<file path="src/rtl/tmr_pair_pkg.sv">
package tmr_pair_pkg;

    localparam int SRC_W     = 3;
    localparam int SRC_BASE  = 4;

    localparam int OFF_DIV   = 'h0;
    localparam int OFF_CNT   = 'h4;
    localparam int OFF_CTRL  = 'h8;
    localparam int CH_STRIDE = 'h10;

    localparam int ADR_TIME  = 'h38;
    localparam int ADR_MASK  = 'h48;
    localparam int ADR_ACK   = 'h4C;
    localparam int ADR_RAW   = 'h50;
    localparam int ADR_MSTAT = 'h54;

    typedef enum logic [1:0] {
        OP_LOAD = 2'd0,
        OP_HOLD = 2'd1,
        OP_RUN  = 2'd2,
        OP_BAD  = 2'd3
    } tmr_op_e;

endpackage

</file>
<file path="src/rtl/tmr_chan.sv">
module tmr_chan
    import tmr_pair_pkg::*;
#(
    parameter int CNT_W   = 32,
    parameter int NUM_SRC = 4
) (
    input  logic                 clk,
    input  logic                 rst_n,
    input  logic                 div_wr,
    input  logic                 ctrl_wr,
    input  logic [CNT_W-1:0]     wr_data,
    input  logic [NUM_SRC-1:0]   tick_vec,
    output logic [CNT_W-1:0]     div_o,
    output logic [CNT_W-1:0]     cnt_o,
    output logic [1:0]           op_o,
    output logic [SRC_W-1:0]     src_o,
    output logic                 fire_o
);

    typedef struct packed {
        logic [CNT_W-1:0] cnt;
        logic [CNT_W-1:0] div;
        tmr_op_e          op;
        logic [SRC_W-1:0] src;
    } chan_st_t;

    chan_st_t st_d, st_q;
    logic     tick_sel;
    logic     fire_d;
    tmr_op_e  wr_op;

    assign wr_op = tmr_op_e'(wr_data[1:0]);

    always_comb begin
        tick_sel = 1'b0;
        for (int k = 0; k < NUM_SRC; k++) begin
            if (st_q.src == SRC_W'(SRC_BASE + k)) begin
                tick_sel = tick_vec[k];
            end
        end

        st_d   = st_q;
        fire_d = 1'b0;

        if (ctrl_wr && (wr_op != OP_BAD)) begin
            st_d.op  = wr_op;
            st_d.src = wr_data[SRC_W+1:2];
            if (wr_op == OP_LOAD) begin
                st_d.cnt = st_q.div;
            end
        end else if ((st_q.op == OP_RUN) && tick_sel) begin
            if (st_q.cnt <= CNT_W'(1)) begin
                st_d.cnt = st_q.div;
                fire_d   = 1'b1;
            end else begin
                st_d.cnt = st_q.cnt - CNT_W'(1);
            end
        end

        if (div_wr) begin
            st_d.div = wr_data;
        end
    end

    always_ff @(posedge clk) begin
        if (!rst_n) begin
            st_q <= '{cnt: '0, div: '0, op: OP_LOAD, src: '0};
        end else begin
            st_q <= st_d;
        end
    end

    assign div_o  = st_q.div;
    assign cnt_o  = st_q.cnt;
    assign op_o   = st_q.op;
    assign src_o  = st_q.src;
    assign fire_o = fire_d;

endmodule

</file>
<file path="src/rtl/tmr_irq.sv">
module tmr_irq #(
    parameter int NUM_TMR = 2
) (
    input  logic               clk,
    input  logic               rst_n,
    input  logic [NUM_TMR-1:0] fire,
    input  logic               ack_wr,
    input  logic               mask_wr,
    input  logic [NUM_TMR-1:0] wr_bits,
    output logic [NUM_TMR-1:0] raw_o,
    output logic [NUM_TMR-1:0] mask_o,
    output logic               irq_o
);

    typedef struct packed {
        logic [NUM_TMR-1:0] raw;
        logic [NUM_TMR-1:0] mask;
    } irq_st_t;

    irq_st_t st_d, st_q;
    logic [NUM_TMR-1:0] clr_bits;

    always_comb begin
        clr_bits = ack_wr ? wr_bits : '0;
        st_d     = st_q;
        // a terminal count in the same cycle outranks the acknowledge
        st_d.raw = (st_q.raw & ~clr_bits) | fire;
        if (mask_wr) begin
            st_d.mask = wr_bits;
        end
    end

    always_ff @(posedge clk) begin
        if (!rst_n) begin
            st_q <= '0;
        end else begin
            st_q <= st_d;
        end
    end

    assign raw_o  = st_q.raw;
    assign mask_o = st_q.mask;
    assign irq_o  = |(st_q.raw & st_q.mask);

endmodule

</file>
<file path="src/rtl/tmr_pair.sv">
module tmr_pair
    import tmr_pair_pkg::*;
#(
    parameter int ADDR_W  = 8,
    parameter int CNT_W   = 32,
    parameter int NUM_TMR = 2,
    parameter int NUM_SRC = 4
) (
    input  logic                 clk,
    input  logic                 rst_n,
    input  logic [NUM_SRC-1:0]   tick_en,
    input  logic                 time_tick,
    input  logic                 req_valid,
    input  logic                 req_write,
    input  logic [ADDR_W-1:0]    req_addr,
    input  logic [CNT_W/8-1:0]   req_be,
    input  logic [CNT_W-1:0]     req_wdata,
    output logic [CNT_W-1:0]     rsp_data,
    output logic                 irq_o
);

    localparam int BE_W = CNT_W / 8;

    typedef struct packed {
        logic [CNT_W-1:0] tval;
        logic [CNT_W-1:0] rsp;
    } top_st_t;

    top_st_t st_d, st_q;

    logic                 acc, wr_acc, rd_acc;
    logic [NUM_TMR-1:0]   div_wr, ctrl_wr, chan_fire;
    logic [CNT_W-1:0]     chan_div [NUM_TMR];
    logic [CNT_W-1:0]     chan_cnt [NUM_TMR];
    logic [1:0]           chan_op  [NUM_TMR];
    logic [SRC_W-1:0]     chan_src [NUM_TMR];
    logic                 ack_wr, mask_wr;
    logic [NUM_TMR-1:0]   irq_raw, irq_mask;
    logic [CNT_W-1:0]     rd_val;

    assign acc    = req_valid && (req_be == {BE_W{1'b1}}) && (req_addr[1:0] == 2'b00);
    assign wr_acc = acc && req_write;
    assign rd_acc = acc && !req_write;

    assign ack_wr  = wr_acc && (req_addr == ADDR_W'(ADR_ACK));
    assign mask_wr = wr_acc && (req_addr == ADDR_W'(ADR_MASK));

    for (genvar g = 0; g < NUM_TMR; g++) begin : g_chan
        assign div_wr[g]  = wr_acc && (req_addr == ADDR_W'(g * CH_STRIDE + OFF_DIV));
        assign ctrl_wr[g] = wr_acc && (req_addr == ADDR_W'(g * CH_STRIDE + OFF_CTRL));

        tmr_chan #(
            .CNT_W   (CNT_W),
            .NUM_SRC (NUM_SRC)
        ) u_chan (
            .clk      (clk),
            .rst_n    (rst_n),
            .div_wr   (div_wr[g]),
            .ctrl_wr  (ctrl_wr[g]),
            .wr_data  (req_wdata),
            .tick_vec (tick_en),
            .div_o    (chan_div[g]),
            .cnt_o    (chan_cnt[g]),
            .op_o     (chan_op[g]),
            .src_o    (chan_src[g]),
            .fire_o   (chan_fire[g])
        );
    end

    tmr_irq #(
        .NUM_TMR (NUM_TMR)
    ) u_irq (
        .clk     (clk),
        .rst_n   (rst_n),
        .fire    (chan_fire),
        .ack_wr  (ack_wr),
        .mask_wr (mask_wr),
        .wr_bits (req_wdata[NUM_TMR-1:0]),
        .raw_o   (irq_raw),
        .mask_o  (irq_mask),
        .irq_o   (irq_o)
    );

    always_comb begin
        rd_val = '0;
        for (int i = 0; i < NUM_TMR; i++) begin
            if (req_addr == ADDR_W'(i * CH_STRIDE + OFF_DIV)) begin
                rd_val = chan_div[i];
            end
            if (req_addr == ADDR_W'(i * CH_STRIDE + OFF_CNT)) begin
                rd_val = chan_cnt[i];
            end
            if (req_addr == ADDR_W'(i * CH_STRIDE + OFF_CTRL)) begin
                rd_val = CNT_W'({chan_src[i], chan_op[i]});
            end
        end
        if (req_addr == ADDR_W'(ADR_TIME)) begin
            rd_val = st_q.tval;
        end
        if (req_addr == ADDR_W'(ADR_MASK)) begin
            rd_val = CNT_W'(irq_mask);
        end
        if (req_addr == ADDR_W'(ADR_RAW)) begin
            rd_val = CNT_W'(irq_raw);
        end
        if (req_addr == ADDR_W'(ADR_MSTAT)) begin
            rd_val = CNT_W'(irq_raw & irq_mask);
        end
    end

    always_comb begin
        st_d = st_q;
        if (time_tick) begin
            st_d.tval = st_q.tval + CNT_W'(1);
        end
        if (rd_acc) begin
            st_d.rsp = rd_val;
        end else if (req_valid && !req_write) begin
            st_d.rsp = '0;
        end
    end

    always_ff @(posedge clk) begin
        if (!rst_n) begin
            st_q <= '0;
        end else begin
            st_q <= st_d;
        end
    end

    assign rsp_data = st_q.rsp;

endmodule

</file>
<file path="config.mk">
export PLATFORM = sky130hd
export DESIGN_NAME = tmr_pair
export DESIGN_NICKNAME = d
export VERILOG_FILES = /design/src/rtl/tmr_pair_pkg.sv /design/src/rtl/tmr_chan.sv /design/src/rtl/tmr_irq.sv /design/src/rtl/tmr_pair.sv
export SDC_FILE = /design/constraint.sdc
export NUM_CORES = 1
export LEC_CHECK = 0
export ABC_AREA = 1
export BUFFER_PORTS_ARGS = -buffer_cell sky130_fd_sc_hd__buf_2
export CORE_MARGIN = 4
export CORE_UTILIZATION = 25
export CTS_BUF_LIST = sky130_fd_sc_hd__clkbuf_16
export DETAILED_ROUTE_END_ITERATION = 7
export SLEW_MARGIN = 5
export SYNTH_ARGS = -nofsm -noshare
export SYNTH_HDL_FRONTEND = slang
export SYNTH_HIERARCHICAL = 1
export SYNTH_SLANG_ARGS = --single-unit
</file>
<file path="constraint.sdc">
create_clock -name clk -period 2.25 [get_ports clk]
set_input_delay 0.1125 -clock clk [delete_from_list [all_inputs] [get_ports clk]]
set_output_delay 0.1125 -clock clk [all_outputs]
set_load 0.05 [all_outputs]
</file>
==> metrics.md <==
| Metric | Value |
|---|---|
| Area of the core | `47950 sq um` |
| Final hold viol count | `0` |
| Slew margin rel. | `between 20% and 30%` |
| HPWL Detailed | `31780 um` |
| Top cells by area, synth | `dfxtp_1 (34%), nand2_1 (15%), a21oi_1 (7.6%)` |
| FILL cells | `5208` |
| Initial antenna violation count | `0` |
| N_diodes | `0` |
| PD cells | `approximately 550 nW/um^2` |
| Post-route antenna net violation count | `0` |
| Reg area | `~4100 sq um` |
| Slew Limit Fails | `0` |
| Die height | `between 200 and 250 um` |
| Number of synthesized flops with an enable pin | `0` |
| Yosys cell types | `44` |
| Worst Path Arrival | `approximately 2.5 ns` |
| Share of the synthesized area in the top cell type | `roughly a third` |
| Cells after Synth | `between 1500 and 2000` |
| CP max FO | `17` |
| Total Wirelength | `41820 um` |
| Via count of the first global-routing pass | `between 10000 and 15000` |
| Design Area, Final | `14480 sq um` |
| Synth Register Bits | `206` |
| Setup TNS Final | `0 ns` |
| Top cell type by total area after synthesis | `dfxtp_1` |
| H-tree levels | `1` |
| Worst setup skew after layout | `~0.034 ns` |
| Mapped cell area | `12180 sq um` |
| Vias per cell | `4.764` |
| Worst-Margin Slew | `1.160 ns` |
| Leak | `about 6.6 nW` |
| Hold path startpoint | `req_write` |
| Fmax | `479.9 MHz` |
| Clock buffer depth | `3` |
| Tot GR Track Use | `between 15 and 20%` |
| Worst reg2reg path startpoint | `g_chan[1].u_chan/cnt_o[0]` |
| Post-route minimum period | `roughly 2.1 ns` |
| Vias | `12490` |
| Syn Nets | `1939` |
| Wire per inst | `approximately 16 um` |
| Yosys warnings | `6` |
| Hold path depth | `6` |
| Synth Flop Type | `dfxtp_1` |
| Count leader, synth | `nand2_1` |
| Maxcap violations | `0` |
| Gpl congestion | `0.9405` |
| Hold_ws | `about 0.054 ns` |
| Multi-input logic area | `~6600 sq um` |
| CP Launch Point | `g_chan[1].u_chan/cnt_o[0]` |
| CTS tree | `built` |
| IO Pins | `86` |
| Post-placement cell area | `13340 sq um` |
| Max VDD drop | `0.5099 mV` |
| Die width | `228.7 um` |
| Outcome | `complete, no violations` |
| Worst setup SP type | `flip-flop` |
| Fin crit share | `slightly above 90%` |
| CP endpoint kind | `flip-flop` |
| Post-Syn Area per Cell | `about 6.5 sq um` |
| CTS sink cnt | `206` |
| Clk Latency, worst-skew pair | `0.54 ns` |
| Largest net degree at the start of global routing | `58` |
| Port Buffer Count | `85` |
| Sequential area share after synthesis | `between 30% and 40%` |
| Remaining Overflow, GRT | `0` |
| R2R setup slack | `0.17 ns` |
| Worst-path clk slew | `0.06 ns` |
| DRC violations left | `0` |
| RR Endpoint | `g_chan[1].u_chan/cnt_o[30]` |
| Starting Density | `about a quarter` |
| Area delta synth->final | `18.94%` |
| Share of cells above drive strength 1 | `13.66%` |
| FP Rows | `80` |
| WP data required | `roughly 2.7 ns` |
| Layout Nets | `2046` |
| Drt pass-1 iters | `6` |
| FFs w/ async S/R, synth | `0%` |
| Clock root buffer | `clkbuf_16` |
| Worst r2r path cells | `9` |
| RSZ-0062 raised after global routing | `false` |
| DR iter-0 viols | `1000` |
| Critical path class | `reg2reg` |
| Synth cell count leaders | `nand2_1 (486), inv_1 (220), nor2_1 (207), dfxtp_1 (206), a21oi_1 (186)` |
| Setup violations, final | `0` |
| First-pass GRT wire length | `65910 um` |
| Min-Delay Path Class | `in2reg` |
| WHS Endpoint | `rsp_data[0]` |
| Full die area | `roughly 52000 sq um` |
| Num CTS Buffers | `25` |
-- layout make-up --
cell class	instances	area share, %
Timing Repair Buffer	186	9.279
Tap cell	615	5.314
Multi-Input combinational cell	1339	45.53
Clock buffer	25	4.320
Clock inverter	20	1.115
Inverter	230	5.962
Sequential cell	206	28.48
-- sequential cells by signal, summed over array words and instances, names as in the netlist --
signal               flops
g_chan.u_chan/cnt_o     64
g_chan.u_chan/div_o     64
rsp_data                32
st_q                    32
g_chan.u_chan/src_o      6
g_chan.u_chan/op_o       4
u_irq/mask_o             2
u_irq/raw_o              2
-- layer usage --
layer / global-route usage, % / share of wire (%) / wire (um)
met1: 20.83 / 45 / 18790
met2: 24.97 / 45 / 18780
met3: 2.206 / 6.5 / 2716
met4: 5.415 / 3.7 / 1538
met5: 0 / 0 / 0
-- worst max path at each step --
stage	to	slack, ns	cells past startpoint
CTS	g_chan[1].u_chan/cnt_o[13]	0.02	8
global route	g_chan[1].u_chan/cnt_o[28]	0.04	11
floorplan	g_chan[0].u_chan/cnt_o[0]	0.36	15
global placement	g_chan[1].u_chan/cnt_o[25]	-0.01	8
finish	g_chan[1].u_chan/cnt_o[30]	0.17	9
detailed placement	g_chan[0].u_chan/cnt_o[5]	-0.09	14
-- where the power goes --
group | switching [mW] | leakage (nW) | internal, mW
sequential | 0.00415 | 1.66 | 3.65
clock | 1.59 | 0.422 | 2.34
combinational | 0.196 | 4.56 | 0.112
-- through the flow --
step	instances	setup slack, ns	util (%)	power, mW
2_1_floorplan	1881	0.3591	-	3.853
3_3_place_gp	2541	-0.01168	27.81	3.989
3_5_place_dp	2541	-0.09212	27.81	3.993
4_1_cts	2621	0.02246	30.19	7.989
5_1_grt	2621	0.03962	30.20	8.141
6_report	2621	0.1663	30.20	7.898
-- placed cells by master, fill, tap and decap left out, types with 3 or more instances in the layout --
cell type,instances
or2_2,6
bufinv_16,3
a21oi_1,186
nand2_2,12
o21ai_1,12
and3_1,3
o21ai_0,120
o21bai_4,3
dlygate4sd3_1,34
nor4_1,3
nor2_1,206
nand2_1,486
a22o_1,26
buf_4,61
nand3_1,98
buf_2,85
o211ai_1,27
xnor2_1,15
nor3_1,22
inv_1,230
nor3_4,4
nor2_4,9
nand3_2,5
dfxtp_1,206
inv_2,6
nor2_2,14
nand4_1,14
clkinv_1,8
clkbuf_16,25
buf_12,6
ha_1,5
a21oi_2,26
xor2_1,23
-- timing repair --
item                       in CTS  in global routing
setup buffers                   0                  0
pin swaps                       1                  0
hold buffers                   34                  0
setup endpoints to repair       2                 15
cloned                          1                  0
resized for setup               0                  1
hold endpoints to repair       78                  0
-- critical path, stage by stage (launching register included) --
cell and delay (ns):
dfxtp_1 0.35, inv_1 0.09, ha_1 0.22, nand2_2 0.13
a21oi_2 0.15, nand2_2 0.14, o21bai_4 0.47, nand2_1 0.18
nand3_1 0.14, a21oi_1 0.06
-- cell families after synthesis --
logic type / after synthesis / synth area share, %
compound gates: 405 / 19.21
xor+xnor: 38 / 2.734
fa+ha+maj: 5 / 0.5138
buf+inv: 337 / 12.20
flops: 206 / 33.87
simple gates: 890 / 31.48
(Power assumes the default switching activity.)
